### config.mk
export PLATFORM = sky130hd
export DESIGN_NAME = spi_irq_flag_ctrl
export DESIGN_NICKNAME = d
export VERILOG_FILES = /design/src/rtl/spi_irq_pkg.sv /design/src/rtl/spi_irq_data.sv /design/src/rtl/spi_irq_ctrl.sv /design/src/rtl/spi_irq_flag_ctrl.sv
export SDC_FILE = /design/constraint.sdc
export NUM_CORES = 1
export LEC_CHECK = 0
export BUFFER_PORTS_ARGS = -buffer_cell sky130_fd_sc_hd__buf_2
export CAP_MARGIN = 20
export CORE_UTILIZATION = 40
export CTS_CLUSTER_DIAMETER = 60
export DETAILED_ROUTE_END_ITERATION = 6
export HOLD_SLACK_MARGIN = 0.12
export SLEW_MARGIN = 20
export SYNTH_ARGS = -nofsm -noshare
export SYNTH_HDL_FRONTEND = slang
export SYNTH_SLANG_ARGS = --single-unit
### constraint.sdc
create_clock -name clk -period 3.2 [get_ports clk]
set_input_delay 0.64 -clock clk [delete_from_list [all_inputs] [get_ports clk]]
set_output_delay 0.64 -clock clk [all_outputs]
set_load 0.02 [all_outputs]
### src/rtl/spi_irq_pkg.sv
package spi_irq_pkg;
  localparam int CAUSE_N = 3;
  localparam int C_TXE = 0;
  localparam int C_RXF = 1;
  localparam int C_ERR = 2;
  localparam int RX_DEPTH = 2;

  localparam logic [1:0] A_ENABLE = 2'd0;
  localparam logic [1:0] A_STATUS = 2'd1;
  localparam logic [1:0] A_TXDATA = 2'd2;
  localparam logic [1:0] A_RXDATA = 2'd3;

  typedef struct packed {
    logic txWrite;
    logic txTake;
    logic rxPush;
    logic rxPop;
  } dpStrobe_t;
endpackage

### src/rtl/spi_irq_data.sv
module spi_irq_data
  import spi_irq_pkg::*;
#(
  parameter int DATA_W = 8,
  parameter int DEPTH = RX_DEPTH,
  localparam int CNT_W = $clog2(DEPTH + 1)
) (
  input  logic              clk,
  input  logic              rstN,
  input  dpStrobe_t         stb,
  input  logic [DATA_W-1:0] wrData,
  input  logic [DATA_W-1:0] rxWord,
  output logic [DATA_W-1:0] txWord,
  output logic              txValid,
  output logic [DATA_W-1:0] rxHead,
  output logic [CNT_W-1:0]  rxCount
);
  localparam logic [CNT_W-1:0] FULL = CNT_W'(DEPTH);

  logic [DATA_W-1:0] slotQ [DEPTH];
  logic [CNT_W-1:0]  afterPop;
  logic [CNT_W-1:0]  pushIdx;
  logic [CNT_W-1:0]  countNext;

  always_ff @(posedge clk) begin
    if (!rstN) begin
      txWord  <= '0;
      txValid <= 1'b0;
    end else if (stb.txWrite) begin
      txWord  <= wrData;
      txValid <= 1'b1;
    end else if (stb.txTake) begin
      txValid <= 1'b0;
    end
  end

  always_comb begin
    afterPop = rxCount - CNT_W'(stb.rxPop);
    pushIdx  = (afterPop == FULL) ? FULL - 1'b1 : afterPop;
    if (stb.rxPush)
      countNext = (afterPop == FULL) ? FULL : afterPop + 1'b1;
    else
      countNext = afterPop;
  end

  always_ff @(posedge clk) begin
    if (!rstN) rxCount <= '0;
    else       rxCount <= countNext;
  end

  for (genvar i = 0; i < DEPTH; i++) begin : gSlot
    if (i == DEPTH - 1) begin : gLast
      always_ff @(posedge clk) begin
        if (!rstN) slotQ[i] <= '0;
        else if (stb.rxPush && pushIdx == CNT_W'(i)) slotQ[i] <= rxWord;
      end
    end else begin : gMid
      always_ff @(posedge clk) begin
        if (!rstN) slotQ[i] <= '0;
        else if (stb.rxPush && pushIdx == CNT_W'(i)) slotQ[i] <= rxWord;
        else if (stb.rxPop) slotQ[i] <= slotQ[i+1];
      end
    end
  end

  assign rxHead = (rxCount == '0) ? '0 : slotQ[0];
endmodule

### src/rtl/spi_irq_ctrl.sv
module spi_irq_ctrl
  import spi_irq_pkg::*;
#(
  parameter int ADDR_W = 2,
  parameter int DEPTH = RX_DEPTH,
  localparam int CNT_W = $clog2(DEPTH + 1)
) (
  input  logic               clk,
  input  logic               rstN,
  input  logic               busSel,
  input  logic               busWr,
  input  logic [ADDR_W-1:0]  busAddr,
  input  logic [CAUSE_N-1:0] wrBits,
  input  logic               txLoad,
  input  logic               rxDone,
  input  logic               txValid,
  input  logic [CNT_W-1:0]   rxCount,
  output dpStrobe_t          stb,
  output logic [CAUSE_N-1:0] enQ,
  output logic [CAUSE_N-1:0] flagQ,
  output logic               irqOut
);
  logic               wrStb, rdStb;
  logic [CNT_W-1:0]   afterPop;
  logic               overrun, drained;
  logic [CAUSE_N-1:0] setVec, clrVec, w1cVec;

  always_comb begin
    wrStb       = busSel && busWr;
    rdStb       = busSel && !busWr;
    stb.txWrite = wrStb && busAddr == ADDR_W'(A_TXDATA);
    stb.txTake  = txLoad && txValid;
    stb.rxPush  = rxDone;
    stb.rxPop   = rdStb && busAddr == ADDR_W'(A_RXDATA)
                  && rxCount != '0 && !flagQ[C_ERR];
    afterPop    = rxCount - CNT_W'(stb.rxPop);
    overrun     = rxDone && afterPop != '0;
    drained     = stb.rxPop && rxCount == CNT_W'(1) && !rxDone;
    w1cVec      = (wrStb && busAddr == ADDR_W'(A_STATUS)) ? wrBits : '0;

    setVec        = '0;
    setVec[C_TXE] = stb.txTake && !stb.txWrite;
    setVec[C_RXF] = rxDone;
    setVec[C_ERR] = overrun;

    clrVec        = w1cVec;
    clrVec[C_TXE] = w1cVec[C_TXE] || stb.txWrite;
    clrVec[C_RXF] = w1cVec[C_RXF] || drained;
  end

  always_ff @(posedge clk) begin
    if (!rstN) enQ <= '0;
    else if (wrStb && busAddr == ADDR_W'(A_ENABLE)) enQ <= wrBits;
  end

  for (genvar c = 0; c < CAUSE_N; c++) begin : gFlag
    always_ff @(posedge clk) begin
      if (!rstN) flagQ[c] <= 1'b0;
      else       flagQ[c] <= setVec[c] || (flagQ[c] && !clrVec[c]);
    end
  end

  always_ff @(posedge clk) begin
    if (!rstN) irqOut <= 1'b0;
    else       irqOut <= |(flagQ & enQ);
  end
endmodule

### src/rtl/spi_irq_flag_ctrl.sv
module spi_irq_flag_ctrl
  import spi_irq_pkg::*;
#(
  parameter int DATA_W = 8,
  parameter int ADDR_W = 2,
  parameter int DEPTH = RX_DEPTH
) (
  input  logic              clk,
  input  logic              rstN,
  input  logic              busSel,
  input  logic              busWr,
  input  logic [ADDR_W-1:0] busAddr,
  input  logic [DATA_W-1:0] busWdata,
  output logic [DATA_W-1:0] busRdata,
  input  logic              txLoad,
  output logic [DATA_W-1:0] txWord,
  output logic              txValid,
  input  logic              rxDone,
  input  logic [DATA_W-1:0] rxWord,
  output logic              irqOut
);
  localparam int CNT_W = $clog2(DEPTH + 1);

  dpStrobe_t          stb;
  logic [CAUSE_N-1:0] enQ, flagQ;
  logic [CNT_W-1:0]   rxCount;
  logic [DATA_W-1:0]  rxHead;

  spi_irq_ctrl #(.ADDR_W(ADDR_W), .DEPTH(DEPTH)) ctrl_i (
    .clk(clk), .rstN(rstN), .busSel(busSel), .busWr(busWr),
    .busAddr(busAddr), .wrBits(busWdata[CAUSE_N-1:0]),
    .txLoad(txLoad), .rxDone(rxDone), .txValid(txValid),
    .rxCount(rxCount), .stb(stb), .enQ(enQ), .flagQ(flagQ),
    .irqOut(irqOut)
  );

  spi_irq_data #(.DATA_W(DATA_W), .DEPTH(DEPTH)) data_i (
    .clk(clk), .rstN(rstN), .stb(stb), .wrData(busWdata),
    .rxWord(rxWord), .txWord(txWord), .txValid(txValid),
    .rxHead(rxHead), .rxCount(rxCount)
  );

  always_comb begin
    busRdata = '0;
    case (busAddr)
      ADDR_W'(A_ENABLE): busRdata[CAUSE_N-1:0] = enQ;
      ADDR_W'(A_STATUS): busRdata[CAUSE_N-1:0] = flagQ;
      ADDR_W'(A_TXDATA): busRdata = txWord;
      ADDR_W'(A_RXDATA): busRdata = rxHead;
      default:           busRdata = '0;
    endcase
  end
endmodule

==> qor.log, run 1 <==
[status] run status finished clean
[cts] CTS sink cnt 34
[power_and_ir_drop] portion of total power attributed to the clock network 0.426
[sta] Clock Skew 0.00575 ns
[sta] unrepaired setup endpoints after global routing false
[layout] number of nets in the finished design 223
[layout] Antenna diodes 0
[cts] clock tree from TritonCTS built
[power_and_ir_drop] power dissipated by switching net loads 0.238 mW
[layout] area of the multi-input gates 686 sq um
[sta] fmax 389 MHz
[synthesis] total of warnings raised by yosys 0
[floorplan] effective utilization at floorplan 0.426
[power_and_ir_drop] share of power burned in registers 0.464
[cts] number of hold buffers added after cts 0
[power_and_ir_drop] power share of the combinational group 0.110
[floorplan] die area 4220 sq um
[job] # Max-Cap Violations 0
[setup_path] cell-by-cell trace of the critical path buf_2 > or3b_1 > or2_1 > inv_1 > ha_1 > xnor3_1 > nor2b_1 > and2_1
[layout] Register Area 841 sq um
[synthesis] share of synthesized registers carrying an async set or reset 0
[cts] Post CTS Setup Buffer Count 0
[place] post-place instance area 1830 sq um
[synthesis] prevailing post-synth register cell dfxtp_1
[detailed_routing] number of nets with antenna violations after detailed routing 0
[setup_path] critical path type in2reg
[layout] post-route cell area 1960 sq um
[cts] total clock buffers created by CTS 5
[layout] layout cells sized above 1 0.261
[layout] most common library cell in the layout ignoring fill and taps buf_2
[power_and_ir_drop] P_int 0.849 mW
[layout] Fill cells 351
[power_and_ir_drop] Max rail drop VDD 0.000236 V
[detailed_routing] detailed-route DRC error count 0
[setup_path] source of the worst register-to-register timing path ctrl_i.flagQ[2]
[detailed_routing] vias post-DR 1256
[cts] H-tree level count 2
[setup_path] Required @ worst endpoint 3.36 ns
[place] detailed placer's ending HPWL 2.39 mm
[worst_hold_path] Hold Path Stages 2
[setup_path] register-to-register path setup slack 0.79 ns
[layout] layout overhead on the synthesized area 23.9%
[setup_path] Crit Path Max Fanout 8
[power_and_ir_drop] Static Leakage 0.841 nW
[grt] initial antenna violation count 0
[sta] final worst-path cycle share 0.803
[sta] setup_tns 0 ns
[grt] global-route usage over all layers 0.170
[sta] Slew @ Worst Pin 0.726 ns
[detailed_routing] Wirelength per Cell 13.0 um
[cts] clock-pin slew reported for the worst setup and hold paths after clock tree synthesis 0.07 ns
[sta] Final Hold Vio Count 0
[floorplan] ports placed on the boundary 42
[sta] final worst path period need 2.57 ns
[synthesis] Avg Synthesized Cell Area 10.2 sq um
[sta] number of failing setup endpoints in the final timing report 0
[grt] pin count of the biggest net entering global routing 20
[grt] via count of the first global-routing pass 1173
[worst_hold_path] critical hold path startpoint data_i.txWord[6]
[cts] cells resized by post-CTS repair 0
[grt] first-pass GRT wire length 5.38 mm
[floorplan] Floorplan Core Area 3720 sq um
[cts] Max Buffers Root-to-Sink 2
[floorplan] die extent in y 64.9 um
[detailed_routing] Iter 0 DRT Violations 87
[setup_path] critical-path cell with the highest stage delay or3b_1
[setup_path] kind of start point of the critical path input pin
[detailed_routing] wirelength, routed 3.21 mm
[floorplan] # rows 22
[setup_path] Critical path buffers and inverters 2
[setup_path] data arrival at the endpoint of the critical path 2.73 ns
[setup_path] Critical Path End Type flop
[floorplan] Die X 64.9 um
[synthesis] number of cells produced by synthesis 155
[setup_path] Critical Path Max Stage Delay 0.45 ns
[setup_path] delay-heaviest family, CP simple AND/OR/NAND/NOR gates
[worst_hold_path] endpoint of the worst hold path data_i.txWord[6]
[synthesis] count of different cell masters after synthesis 38
[layout] top library cells by usage in the layout, fill and taps aside buf_2 (41), nand2_1 (24), dfxtp_1 (18)
[synthesis] Seq/Total Area, Yosys 0.531
[cts] Clock Root Buffer clkbuf_8
[power_and_ir_drop] switching fraction of total power 0.219
[synthesis] register bit count reported by yosys 34
[detailed_routing] first-pass iteration count of the detailed router 4
[power_and_ir_drop] power density cells 554 nW/um^2
[sta] Slew Viols, Final 0
[sta] worst max-slew margin expressed relative to the limit 0.512
[place] # port buffers 41
[setup_path] number of cell instances on the worst register-to-register path 7
[synthesis] post-synth net total 180
[detailed_routing] post-detailed-route via-to-cell ratio 5.09
[setup_path] critical register-to-register path endpoint data_i.slotQ[1][5]
[place] final RePlAce weighted congestion 0.792
[synthesis] Post-synth EDFFs 16
[synthesis] cell area after technology mapping 1580 sq um
[grt] total congestion overflow after global routing 0
[cts] clock latency reported for the late side of the worst-skew pair 0.28 ns
[worst_hold_path] path class of the lowest-slack min-delay path reg2reg
-- synth_stat cells, types with 2 or more instances --
cell,n,share of area
and2_1,8,0.032
dfxtp_1,18,0.23
nor2b_1,3,0.012
a31oi_1,3,0.012
inv_1,9,0.021
clkbuf_1,3,0.0071
a21o_1,3,0.014
nand4b_1,2,0.011
edfxtp_1,16,0.30
nand2_1,24,0.057
o21ai_1,2,0.0063
nor2_1,9,0.021
mux2i_1,3,0.019
a21oi_1,10,0.032
nor3_1,4,0.013
a22o_1,13,0.072
nand2b_1,4,0.016
-- state kept, by name, indices dropped and copies added, names as in the netlist --
register	flops
data_i.rxCount	2
ctrl_i.enQ	3
ctrl_i.flagQ	3
data_i.txValid	1
data_i.slotQ	16
data_i.txWord	8
ctrl_i.irqOut	1
-- tightest hold or removal path, stage by stage (launching register included) --
cell     delay, ns
dfxtp_1       0.32
nand2_1       0.05
a21oi_1       0.05
-- how the worst max path moves through the flow --
stage	from	to	slack [ns]	cells after the start
after floorplan	busWr	data_i.slotQ[1][0]	0.63	7
after global placement	busWr	data_i.slotQ[1][6]	0.40	8
after detailed placement	busWr	data_i.slotQ[1][5]	0.33	8
after CTS	busWr	data_i.slotQ[1][5]	0.63	8
after global routing	busWr	data_i.slotQ[1][1]	0.49	8
final	busWr	data_i.slotQ[1][5]	0.63	8
-- area by class of cell --
class | count | area share
multi-input combinational | 106 | 0.349
clock buffer | 5 | 0.0351
inverter | 10 | 0.0191
sequential | 34 | 0.429
tap | 48 | 0.0306
timing repair buffer | 41 | 0.105
clock inverter | 3 | 0.0325
-- per-layer routing --
layer | vias up | share of wire | global-route usage
met5 | - | 0 | 0
met4 | 0 | 0.0090 | 0.0556
li1 | 641 | - | -
met2 | 35 | 0.49 | 0.284
met1 | 576 | 0.44 | 0.203
met3 | 4 | 0.063 | 0.0599
-- cell families (layout without fill, tap and decap cells) --
logic type,count (synthesis),after routing,synth area share
simple gates,61,61,0.208
compound gates,38,38,0.173
flops,34,34,0.531
buf+inv,15,59,0.0363
xor+xnor,3,3,0.0253
mux,3,3,0.0190
fa+ha+maj,1,1,0.00790
-- power by group through the flow --
stage	Clock, mW	Combinational [mW]	Sequential, mW
after floorplan	0	0.0811	0.511
after global placement	0	0.118	0.514
after detailed placement	0	0.120	0.514
after CTS	0.470	0.121	0.505
after global routing	0.495	0.132	0.508
final	0.463	0.119	0.505
-- stage by stage --
step	instances	hold slack, ns	power (mW)	setup WS (ns)	util
6_report	247	0.469	1.09	0.630	0.528
5_1_grt	247	0.507	1.13	0.494	0.528
4_1_cts	247	0.471	1.10	0.625	0.528
3_5_place_dp	239	0.462	0.635	0.330	0.492
3_3_place_gp	239	0.456	0.632	0.398	0.492
2_1_floorplan	155	0.480	0.592	0.631	-
Power figures use the tool's default switching activity.
==> run 2, diff against run 1 <==
- clock period: 3.2 -> 2.5 ns (I/O delays scaled with it)
==> run 2 against run 1 <==
  * Non-clock buffer count is 8 higher
  * Critical endpoint is now data_i.slotQ[1][4]
  * Clock-buffer cell count stayed put
  * Highest routed layer unchanged
  * Die area stayed put
  * Core utilization is 1.1 points higher
  * Sequential share of layout area is 0.88 points lower
  * Hold slack worse by 0.012 ns
  * Sequential cell count stayed put
  * Clock skew is 0.0014 ns lower
  * Largest cell class unchanged
==> qor.log, run 2 (synthesized netlist as in run 1, its figures left out) <==
[sta] Final WS setup 0.158 ns [-0.472 ns]
[layout] Antenna diodes 0 [unchanged]
[layout] largest registers in the final layout data_i.slotQ: 16 flops, data_i.txWord: 8 flops
[layout] Post-Route Utilization 0.539 [+0.0111]
[floorplan] effective utilization at floorplan 0.426 [unchanged]
[sta] fmax 427 MHz
[setup_path] Critical Path End Type flop
[floorplan] Floorplan Core Area 3720 sq um [unchanged]
[floorplan] ports placed on the boundary 42 [unchanged]
[cts] total clock buffers created by CTS 5 [unchanged]
[layout] max reg flops 16 [unchanged]
[grt] total congestion overflow after global routing 0 [unchanged]
[grt] global-route usage over all layers 0.181 [+0.0104]
[layout] top register by number of flip-flops data_i.slotQ
[layout] top library cells by usage in the layout, fill and taps aside buf_2 (41), nand2_1 (24), dfxtp_1 (18)
[sta] Clock Skew 0.00438 ns [-0.00137 ns]
[grt] pin count of the biggest net entering global routing 20 [unchanged]
[sta] Min Hold Slack 0.457 ns [-0.0115 ns]
[cts] Post CTS Setup Buffer Count 0 [unchanged]
[detailed_routing] detailed-route DRC error count 0 [unchanged]
[setup_path] critical-path cell with the highest stage delay or3b_1
[cts] clock tree from TritonCTS built
[cts] Clock Root Buffer clkbuf_8
[setup_path] startpoint of the worst setup timing path busWr
[layout] number of nets in the finished design 231 [+3.6%]
[layout] post-route insts no fill 255 [+3.2%]
[setup_path] critical path type in2reg
[detailed_routing] post-detailed-route via-to-cell ratio 5.05 [-0.75%]
[status] run status finished clean
[setup_path] source of the worst register-to-register timing path ctrl_i.flagQ[2]
[layout] most common library cell in the layout ignoring fill and taps buf_2
[grt] via count of the first global-routing pass 1267 [+8.0%]
[place] number of cells after detailed placement 247 [+3.3%]
[place] # port buffers 41 [unchanged]
[worst_hold_path] path class of the lowest-slack min-delay path in2reg
[setup_path] Crit Path Max Fanout 8 [unchanged]
[power_and_ir_drop] Max rail drop VDD 0.000369 V [+56%]
[grt] initial antenna violation count 0 [unchanged]
[sta] final worst path period need 2.34 ns
[layout] Register Area 841 sq um [unchanged]
[power_and_ir_drop] power density cells 651 nW/um^2 [+18%]
[setup_path] Required @ worst endpoint 2.54 ns [-0.82 ns]
[layout] layout overhead on the synthesized area 26.5%
[detailed_routing] wirelength, routed 3.42 mm [+6.5%]
[cts] CTS sink cnt 34 [unchanged]
[sta] worst max-slew margin expressed relative to the limit 0.679 [+0.167]
[layout] Fill cells 345 [-1.7%]
[floorplan] die area 4220 sq um [unchanged]
[setup_path] data arrival at the endpoint of the critical path 2.38 ns [-0.35 ns]
[cts] number of hold buffers added after cts 0 [unchanged]
[sta] unrepaired setup endpoints after global routing false
[floorplan] die extent in y 64.9 um [unchanged]
[cts] Max Buffers Root-to-Sink 2 [unchanged]
[detailed_routing] vias post-DR 1287 [+2.5%]
[detailed_routing] number of nets with antenna violations after detailed routing 0 [unchanged]
[setup_path] critical register-to-register path endpoint data_i.slotQ[1][4]
[sta] Slew @ Worst Pin 0.478 ns [-0.248 ns]
[floorplan] Die X 64.9 um [unchanged]
[setup_path] kind of start point of the critical path input pin
[sta] final worst-path cycle share 0.937
[place] detailed placer's ending HPWL 2.57 mm [+7.5%]
[cts] H-tree level count 2 [unchanged]
[sta] Slew Viols, Final 0 [unchanged]
[setup_path] number of cell instances on the worst register-to-register path 8 [+1]
[setup_path] Setup crit end data_i.slotQ[1][4]
[detailed_routing] Iter 0 DRT Violations 119 [+37%]
[sta] number of failing setup endpoints in the final timing report 0 [unchanged]
[sta] Final Hold Vio Count 0 [unchanged]
[detailed_routing] Wirelength per Cell 13.4 um [+3.2%]
[job] # Max-Cap Violations 0 [unchanged]
[setup_path] cell-by-cell trace of the critical path buf_2 > or3b_1 > or2_1 > inv_1 > ha_1 > xnor3_1 > nor2b_1 > buf_4 > and2_1
[layout] area of the multi-input gates 691 sq um [+0.73%]
[cts] clock-pin slew reported for the worst setup and hold paths after clock tree synthesis 0.07 ns [about the same]
[detailed_routing] first-pass iteration count of the detailed router 4 [unchanged]
[grt] first-pass GRT wire length 5.70 mm [+6.0%]
[worst_hold_path] Hold Path Stages 3 [+1]
[setup_path] register-to-register path setup slack 0.18 ns [-0.61 ns]
[place] final RePlAce weighted congestion 0.818 [+3.3%]
[place] worst slack, placed -0.195 ns [-0.526 ns]
[layout] layout cells sized above 1 0.300 [+0.0382]
[power_and_ir_drop] Static Leakage 0.874 nW [+3.9%]
[cts] clock latency reported for the late side of the worst-skew pair 0.28 ns [about the same]
[floorplan] # rows 22 [unchanged]
[setup_path] Critical Path Max Stage Delay 0.40 ns [-0.05 ns]
## run 2: cell type report
cell class                      instances  area share
Clock buffer                            5      0.0344
Clock inverter                          3      0.0200
Multi-Input combinational cell        106       0.345
Sequential cell                        34       0.420
Inverter                               10      0.0187
Timing Repair Buffer                   49       0.132
Tap cell                               48      0.0300
## run 2: per-layer routing
layer  global-route usage  vias up  share of wire
li1                     -      656              -
met1                0.223      589           0.46
met2                0.293       34           0.48
met3               0.0528        8          0.043
met4               0.0750        0          0.017
met5                    0        -              0
## run 2: critical path, delay by kind of cell
| family | cells | cell delay (ns) |
|---|---|---|
| AND/OR/NAND/NOR | 4 | 0.93 |
| buffers and inverters | 3 | 0.33 |
| adder cells (fa/ha/maj) | 1 | 0.24 |
| XOR/XNOR | 1 | 0.38 |
## run 2: what timing repair did
action / 4_1_cts / 5_1_grt
endpoints found under the hold margin: 0 / 0
gates resized for setup: 0 / 1
endpoints found under the setup margin: 0 / 8
## run 2: worst min path at each step
stage / startpoint / to / slack [ns]
after global routing: busWdata[7] / data_i.txWord[7] / 0.46
after global placement: data_i.txWord[2] / data_i.txWord[2] / 0.46
final: busWdata[5] / data_i.txWord[5] / 0.46
after detailed placement: data_i.txWord[0] / data_i.txWord[0] / 0.47
after CTS: busWdata[5] / data_i.txWord[5] / 0.45
after floorplan: ctrl_i.flagQ[0] / ctrl_i.flagQ[0] / 0.48
## run 2: metrics by stage
stage	setup TNS, ns	area (sq um)	total power [mW]
floorplan	0	1580	0.757
global placement	-1.93	1890	0.822
global route	0	2000	1.37
finish	0	2000	1.30
detailed placement	-3.73	1890	0.827
CTS	0	2000	1.32
## run 2: report_power, final
group | switching [mW] | internal [mW] | total (mW)
sequential | 0.0162 | 0.627 | 0.643
combinational | 0.0959 | 0.0761 | 0.172
clock | 0.197 | 0.293 | 0.490
total | 0.309 | 0.996 | 1.30
